File: config.mk
export PLATFORM = sky130hd
export DESIGN_NAME = dma_chain_seq
export DESIGN_NICKNAME = d
export VERILOG_FILES = /design/src/rtl/dma_chain_pkg.sv /design/src/rtl/dma_chain_dp.sv /design/src/rtl/dma_chain_ctrl.sv /design/src/rtl/dma_chain_seq.sv
export SDC_FILE = /design/constraint.sdc
export NUM_CORES = 1
export LEC_CHECK = 0
export ABC_AREA = 1
export BUFFER_PORTS_ARGS = -buffer_cell sky130_fd_sc_hd__clkbuf_2
export CAP_MARGIN = 5
export CORE_MARGIN = 2
export CORE_UTILIZATION = 54
export DETAILED_ROUTE_END_ITERATION = 8
export PLACE_DENSITY = 0.88
export SLEW_MARGIN = 20
export SYNTH_ARGS = -nofsm -noshare
export SYNTH_HDL_FRONTEND = slang
export SYNTH_SLANG_ARGS = --single-unit
File: constraint.sdc
create_clock -name clk -period 5.4 [get_ports clk]
set_input_delay 0 -clock clk [delete_from_list [all_inputs] [get_ports clk]]
set_output_delay 0 -clock clk [all_outputs]
set_load 0.03 [all_outputs]
File: src/rtl/dma_chain_pkg.sv
package dma_chain_pkg;
  parameter int ADDR_W = 16;
  parameter int CNT_W  = 8;
  parameter int STEP_W = 2;

  typedef struct packed {
    logic              valid;
    logic              srcInc;
    logic              dstInc;
    logic [STEP_W-1:0] stepLog;
    logic [CNT_W-1:0]  beatCnt;
    logic [ADDR_W-1:0] srcAddr;
    logic [ADDR_W-1:0] dstAddr;
    logic [ADDR_W-1:0] nextAddr;
  } desc_t;

  localparam int DESC_W = $bits(desc_t);

  typedef enum logic [2:0] {
    ST_IDLE, ST_FETCH, ST_WAIT, ST_RUN, ST_WB, ST_SUSP, ST_PARK
  } chan_state_t;

  typedef enum logic [1:0] {FA_FIRST, FA_NEXT, FA_WB} fa_sel_t;

  typedef struct packed {
    logic    ldDesc;
    logic    stepBeat;
    logic    ldFetch;
    fa_sel_t faSel;
  } dp_strobe_t;

  localparam logic [1:0] TRG_SW = 2'd0, TRG_EVT = 2'd1, TRG_PER = 2'd2;
  localparam logic [1:0] EVT_BEAT = 2'd0, EVT_BLOCK = 2'd1, EVT_TRANS = 2'd2;
endpackage

File: src/rtl/dma_chain_dp.sv
module dma_chain_dp
  import dma_chain_pkg::*;
(
  input  logic              clk,
  input  logic              rstN,
  input  dp_strobe_t        stb,
  input  desc_t             rdDesc,
  input  logic [ADDR_W-1:0] firstDescAddr,
  input  logic [ADDR_W-1:0] wbAddr,
  output desc_t             live,
  output logic [ADDR_W-1:0] fetchAddr,
  output logic              cntZero,
  output logic              nextZero
);
  localparam logic [ADDR_W-1:0] ONE = ADDR_W'(1);

  logic [ADDR_W-1:0] stepAmt;
  assign stepAmt  = ONE << live.stepLog;
  assign cntZero  = (live.beatCnt == '0);
  assign nextZero = (live.nextAddr == '0);

  always_ff @(posedge clk or negedge rstN) begin
    if (!rstN) begin
      live <= '0;
    end else if (stb.ldDesc) begin
      live <= rdDesc;
    end else if (stb.stepBeat) begin
      live.beatCnt <= live.beatCnt - 1'b1;
      if (live.srcInc) live.srcAddr <= live.srcAddr + stepAmt;
      if (live.dstInc) live.dstAddr <= live.dstAddr + stepAmt;
    end
  end

  always_ff @(posedge clk or negedge rstN) begin
    if (!rstN) begin
      fetchAddr <= '0;
    end else if (stb.ldFetch) begin
      case (stb.faSel)
        FA_FIRST: fetchAddr <= firstDescAddr;
        FA_NEXT:  fetchAddr <= live.nextAddr;
        default:  fetchAddr <= wbAddr;
      endcase
    end
  end

  // each consumed beat lowers the count by exactly one
  p_count_dec_r4: assert property (@(posedge clk) disable iff (!rstN)
    stb.stepBeat |=> live.beatCnt == $past(live.beatCnt) - 1'b1);

  // a static source address does not move on a beat
  p_src_static_r5: assert property (@(posedge clk) disable iff (!rstN)
    (stb.stepBeat && !live.srcInc) |=> $stable(live.srcAddr));
endmodule

File: src/rtl/dma_chain_ctrl.sv
module dma_chain_ctrl
  import dma_chain_pkg::*;
(
  input  logic       clk,
  input  logic       rstN,
  input  logic       chanStart,
  input  logic       trigSw,
  input  logic       trigEvt,
  input  logic       trigPeriph,
  input  logic [1:0] trigSel,
  input  logic       suspendReq,
  input  logic       resumeReq,
  input  logic       preemptReq,
  input  logic       descAck,
  input  logic       beatAck,
  input  logic       rdValid,
  input  logic       cntZero,
  input  logic       nextZero,
  input  logic [2:0] irqEn,
  input  logic [1:0] evtSel,
  output dp_strobe_t stb,
  output logic       descReq,
  output logic       descWrite,
  output logic       beatReq,
  output logic       chanActive,
  output logic       irqDone,
  output logic       irqErr,
  output logic       irqSusp,
  output logic       evtOut
);
  chan_state_t st, stNext;
  logic resumeFlag, wasRun, suspCause;
  logic trigHit, running, blockDone, errHit, suspHit, evtHit;

  always_comb begin
    case (trigSel)
      TRG_SW:  trigHit = trigSw;
      TRG_EVT: trigHit = trigEvt;
      TRG_PER: trigHit = trigPeriph;
      default: trigHit = trigSw | trigEvt | trigPeriph;
    endcase
  end

  assign running    = (st == ST_RUN) && !suspendReq && !preemptReq;
  assign beatReq    = running && !cntZero;
  assign blockDone  = running && cntZero;
  assign descReq    = (st == ST_FETCH) || (st == ST_WB);
  assign descWrite  = (st == ST_WB);
  assign chanActive = (st != ST_IDLE);
  assign errHit     = (st == ST_FETCH) && descAck && !rdValid;
  assign suspHit    = (st == ST_WB) && descAck && suspCause;

  always_comb begin
    case (evtSel)
      EVT_BEAT:  evtHit = stb.stepBeat;
      EVT_BLOCK: evtHit = blockDone;
      EVT_TRANS: evtHit = blockDone && nextZero;
      default:   evtHit = 1'b0;
    endcase
  end

  always_comb begin
    stNext       = st;
    stb          = '0;
    stb.faSel    = FA_FIRST;
    stb.stepBeat = beatReq && beatAck;
    stb.ldDesc   = (st == ST_FETCH) && descAck;
    case (st)
      ST_IDLE: if (chanStart) begin
        stb.ldFetch = 1'b1;
        stNext      = ST_FETCH;
      end
      ST_FETCH: if (descAck) begin
        if (!rdValid)                  stNext = ST_IDLE;
        else if (resumeFlag && wasRun) stNext = ST_RUN;
        else                           stNext = ST_WAIT;
      end
      ST_WAIT: begin
        if (suspendReq)   stNext = ST_WB;
        else if (trigHit) stNext = ST_RUN;
      end
      ST_RUN: begin
        if (suspendReq || preemptReq) begin
          stNext = ST_WB;
        end else if (cntZero) begin
          if (nextZero) begin
            stNext = ST_IDLE;
          end else begin
            stb.ldFetch = 1'b1;
            stb.faSel   = FA_NEXT;
            stNext      = ST_FETCH;
          end
        end
      end
      ST_WB: if (descAck) stNext = suspCause ? ST_SUSP : ST_PARK;
      ST_SUSP: if (resumeReq) begin
        stb.ldFetch = 1'b1;
        stb.faSel   = FA_WB;
        stNext      = ST_FETCH;
      end
      ST_PARK: if (!preemptReq) begin
        stb.ldFetch = 1'b1;
        stb.faSel   = FA_WB;
        stNext      = ST_FETCH;
      end
      default: stNext = ST_IDLE;
    endcase
  end

  always_ff @(posedge clk or negedge rstN) begin
    if (!rstN) begin
      st         <= ST_IDLE;
      resumeFlag <= 1'b0;
      wasRun     <= 1'b0;
      suspCause  <= 1'b0;
      irqDone    <= 1'b0;
      irqErr     <= 1'b0;
      irqSusp    <= 1'b0;
      evtOut     <= 1'b0;
    end else begin
      st      <= stNext;
      irqDone <= blockDone & irqEn[0];
      irqErr  <= errHit & irqEn[1];
      irqSusp <= suspHit & irqEn[2];
      evtOut  <= evtHit;
      if (stb.ldFetch) resumeFlag <= (stb.faSel == FA_WB);
      if (st == ST_WAIT && suspendReq) begin
        suspCause <= 1'b1;
        wasRun    <= 1'b0;
      end else if (st == ST_RUN && (suspendReq || preemptReq)) begin
        suspCause <= suspendReq;
        wasRun    <= 1'b1;
      end
    end
  end

  // an error pulse is only seen once the channel is back to idle
  p_err_idle_r2: assert property (@(posedge clk) disable iff (!rstN)
    irqErr |-> st == ST_IDLE);

  // a suspend pulse coincides with the parked suspended state
  p_susp_state_r8: assert property (@(posedge clk) disable iff (!rstN)
    irqSusp |-> st == ST_SUSP);

  // an unanswered descriptor request keeps its direction
  p_req_hold_r1: assert property (@(posedge clk) disable iff (!rstN)
    (descReq && !descAck) |=> descReq && $stable(descWrite));

  // a block-done pulse lasts a single cycle
  p_done_single_r6: assert property (@(posedge clk) disable iff (!rstN)
    irqDone |=> !irqDone);
endmodule

File: src/rtl/dma_chain_seq.sv
module dma_chain_seq
  import dma_chain_pkg::*;
(
  input  logic              clk,
  input  logic              rstN,
  input  logic              chanStart,
  input  logic [ADDR_W-1:0] firstDescAddr,
  input  logic [ADDR_W-1:0] wbAddr,
  input  logic              trigSw,
  input  logic              trigEvt,
  input  logic              trigPeriph,
  input  logic [1:0]        trigSel,
  input  logic              suspendReq,
  input  logic              resumeReq,
  input  logic              preemptReq,
  output logic              descReq,
  output logic              descWrite,
  output logic [ADDR_W-1:0] descAddr,
  output logic [DESC_W-1:0] descWrData,
  input  logic              descAck,
  input  logic [DESC_W-1:0] descRdData,
  output logic              beatReq,
  output logic [ADDR_W-1:0] beatSrc,
  output logic [ADDR_W-1:0] beatDst,
  input  logic              beatAck,
  input  logic [2:0]        irqEn,
  input  logic [1:0]        evtSel,
  output logic              chanActive,
  output logic              irqDone,
  output logic              irqErr,
  output logic              irqSusp,
  output logic              evtOut
);
  dp_strobe_t        stb;
  desc_t             live, rdDesc;
  logic [ADDR_W-1:0] fetchAddr;
  logic              cntZero, nextZero;

  assign rdDesc     = desc_t'(descRdData);
  assign descWrData = live;
  assign descAddr   = descWrite ? wbAddr : fetchAddr;
  assign beatSrc    = live.srcAddr;
  assign beatDst    = live.dstAddr;

  dma_chain_ctrl u_ctrl (
    .clk(clk), .rstN(rstN), .chanStart(chanStart),
    .trigSw(trigSw), .trigEvt(trigEvt), .trigPeriph(trigPeriph), .trigSel(trigSel),
    .suspendReq(suspendReq), .resumeReq(resumeReq), .preemptReq(preemptReq),
    .descAck(descAck), .beatAck(beatAck), .rdValid(rdDesc.valid),
    .cntZero(cntZero), .nextZero(nextZero), .irqEn(irqEn), .evtSel(evtSel),
    .stb(stb), .descReq(descReq), .descWrite(descWrite), .beatReq(beatReq),
    .chanActive(chanActive), .irqDone(irqDone), .irqErr(irqErr),
    .irqSusp(irqSusp), .evtOut(evtOut)
  );

  dma_chain_dp u_dp (
    .clk(clk), .rstN(rstN), .stb(stb), .rdDesc(rdDesc),
    .firstDescAddr(firstDescAddr), .wbAddr(wbAddr), .live(live),
    .fetchAddr(fetchAddr), .cntZero(cntZero), .nextZero(nextZero)
  );
endmodule

==> results.json <==
{
  "synth_ff_type": "dfrtp_1",
  "area_growth_syn_to_layout_pct": 32.94,
  "num_io_pins": 228,
  "startpoint": "u_ctrl.st[2]",
  "ys_seq_area_frac": 0.3558,
  "synth_cell_type_count": 42,
  "cp-start-kind": "flip-flop",
  "ys_ff_latch": 87,
  "worstReg2RegStart": "u_ctrl.st[2]",
  "layout_commonest_cell": "nand2_1",
  "slew_headroom": 0.4002,
  "antenna_found_initial": 0,
  "finalHoldViolCount": 1,
  "cts_tree": "done",
  "nets": 1296,
  "crit_type": "reg2reg",
  "hp-start": "descRdData[40]",
  "fp-row-count": 38,
  "cts_root_buf": "clkbuf_16",
  "overflow": 0,
  "finalHoldWorstSlack_ns": -0.0005242,
  "dr.pass1.iters": 6,
  "numCtsBuffers": 9,
  "die_y_um": 110.4,
  "clock_path_buffers": 2,
  "post-cts-setup-buffers": 0,
  "period_minus_slack_ns": 3.105,
  "outcome": "finished, violations left",
  "post-route-drc-count": 0,
  "io_buffers": 227,
  "ctsHoldBuffers": 77,
  "synthArstFlopShare": 1.000,
  "viasPerCell": 5.475,
  "violations": "negative hold slack",
  "max_freq_mhz": 322.0,
  "slew_violations": 0,
  "ff_latch_area_um2": 2177,
  "fin_crit_sh": 0.5751,
  "worst_pin_slew_ns": 0.8997,
  "syn_area_per_cell_um2": 6.643,
  "core_um2": 10940,
  "initial_core_util": 0.5595,
  "holdCritPathClass": "in2reg",
  "ctsResizeCount": 0,
  "power_density_nw_per_um2": 595.3,
  "r2r_cells": 10,
  "drv_cap": 0,
  "fill_cells": 831,
  "grt_pass1_vias": 6755,
  "synthesis.nets": 1042,
  "wl_per_cell_um": 14.64,
  "tns_ns": 0,
  "holdPathStages": 5,
  "clk_latency_ns": 0.34,
  "die-area_um2": 12200,
  "reg2reg_slack_ns": 2.29,
  "dp_hpwl_mm": 12.31,
  "first_iter_violations": 787,
  "routed_wl_mm": 19.33,
  "layout-drive-gt1-share": 0.2415,
  "dieWidth_um": 110.4,
  "global_route.usage.total": 0.3157,
  "p_leak_nw": 4.555,
  "gp_congestion": 0.9571,
  "ys_warn_count": 0,
  "vias": 7227,
  "ir_drop_uv": 350.0,
  "ant_nets": 0,
  "finalSetupViolCount": 0,
  "critical_path.max_fanout": 87,
  "reg2reg_to": "u_dp.live[26]",
  "final_cell_mix": "360 x nand2_1, 226 x clkbuf_2, 96 x nand3_1, 87 x dfrtp_1, 82 x nor2_1",
  "critPathRequiredTime_ns": 5.59,
  "htree_levels": 3,
  "n_antenna_cell": 0,
  "cts.sinks": 87,
  "grt_pass1_wl_mm": 32.22,
  "grt_setup_unrepaired": "false",
  "clkTransAtPathRegs_ns": 0.07,
  "synth_edf_count": 0,
  "multiInputGateArea_um2": 3244,
  "grt_max_degree": 88,
  "arrival_ns": 3.30,
  "min_to": "u_dp.live[40]",
  "fin_skew_ns": 0.007615,
  "syn_area_um2": 6118,
  "worstSetupEndpointType": "flip-flop",
  "syn_inst": 921
}
==> through the flow <==
stage / util / cells / setup WS (ns) / total power, mW / instance area (um^2)
floorplan: - / 921 / 3.376 / 3.458 / 6118
global placement: 0.6458 / 1227 / 2.441 / 4.035 / 7062
detailed placement: 0.6458 / 1227 / 2.365 / 4.094 / 7062
CTS: 0.7438 / 1320 / 2.343 / 4.788 / 8134
global route: 0.7438 / 1320 / 2.029 / 5.191 / 8134
finish: 0.7438 / 1320 / 2.295 / 4.842 / 8134
==> cell families (layout without fill, tap and decap cells) <==
logic type               Yosys count  count (layout)  synth area share
AND/OR/NAND/NOR                  616             616            0.4415
buffers and inverters            145             404            0.1139
flip-flops                        87              87            0.3558
AO/OA/AOI/OAI                     58              58           0.05992
adder cells (fa/ha/maj)           10              10           0.02168
XOR/XNOR                           5               5          0.007159
==> Yosys cell counts (2+ instances only) <==
cell,count,area [um^2]
nor2_1,82,307.8
nand3_4,4,70.07
or2_2,6,37.54
nor3_1,8,40.04
ha_1,9,112.6
clkbuf_1,11,41.29
dfrtp_1,87,2177
nand4_1,21,131.4
and3_1,3,18.77
xnor2_1,3,26.28
inv_2,4,15.01
buf_4,33,247.7
a31oi_1,3,18.77
o211ai_1,7,52.55
buf_1,4,15.01
a21oi_1,9,45.04
xor2_1,2,17.52
buf_2,14,70.07
nand2_1,360,1351
nand3_1,96,480.5
nand2_2,14,87.58
nor2_2,2,12.51
a21oi_4,2,32.53
o21ai_0,30,150.1
nor2_4,4,45.04
nand3b_1,8,60.06
inv_1,75,281.5
nor4_1,6,37.54
==> report_power, final <==
part	switching, mW	internal [mW]
registers	0.369	0.944
clock network	0.266	0.374
logic	2.04	0.854
==> worst max path at each step <==
stage	endpoint
2_1_floorplan	u_dp.fetchAddr[10]
3_3_place_gp	u_dp.live[23]
3_5_place_dp	u_dp.live[26]
4_1_cts	u_dp.live[26]
5_1_grt	u_dp.live[22]
6_report	u_dp.live[26]
==> critical path: stages (launching register included) <==
cell and delay (ns):
dfrtp_1 0.50, inv_2 0.13, nand2_2 0.13, nor2_4 0.03, buf_4 0.27, inv_4 0.67, nand2_4 0.26, nand2_1 0.62
nor2_1 0.10, nand2_1 0.10, o21ai_0 0.08
==> cell type report <==
class | instances | share of cell area
Clock buffer | 12 | 0.03030
Clock inverter | 4 | 0.006768
Inverter | 82 | 0.03830
Multi-Input combinational cell | 689 | 0.3989
Sequential cell | 87 | 0.2677
Tap cell | 140 | 0.02154
Timing Repair Buffer | 306 | 0.2366
==> registers in the layout (all words and copies together), names as in the netlist <==
name	cells
u_ctrl.resumeFlag	1
u_dp.fetchAddr	16
u_ctrl.irqDone	1
u_ctrl.st	3
u_ctrl.wasRun	1
u_ctrl.evtOut	1
u_ctrl.irqSusp	1
u_ctrl.suspCause	1
u_dp.live	61
u_ctrl.irqErr	1
==> metal layers <==
metal	track usage	up-vias	routed length, um
met5	0	-	0
met4	0.1658	0	864
met3	0.05434	98	1599
met2	0.5043	454	9063
met1	0.4111	3248	7800
li1	-	3427	-
No activity file was read; power rests on OpenSTA's default activity.
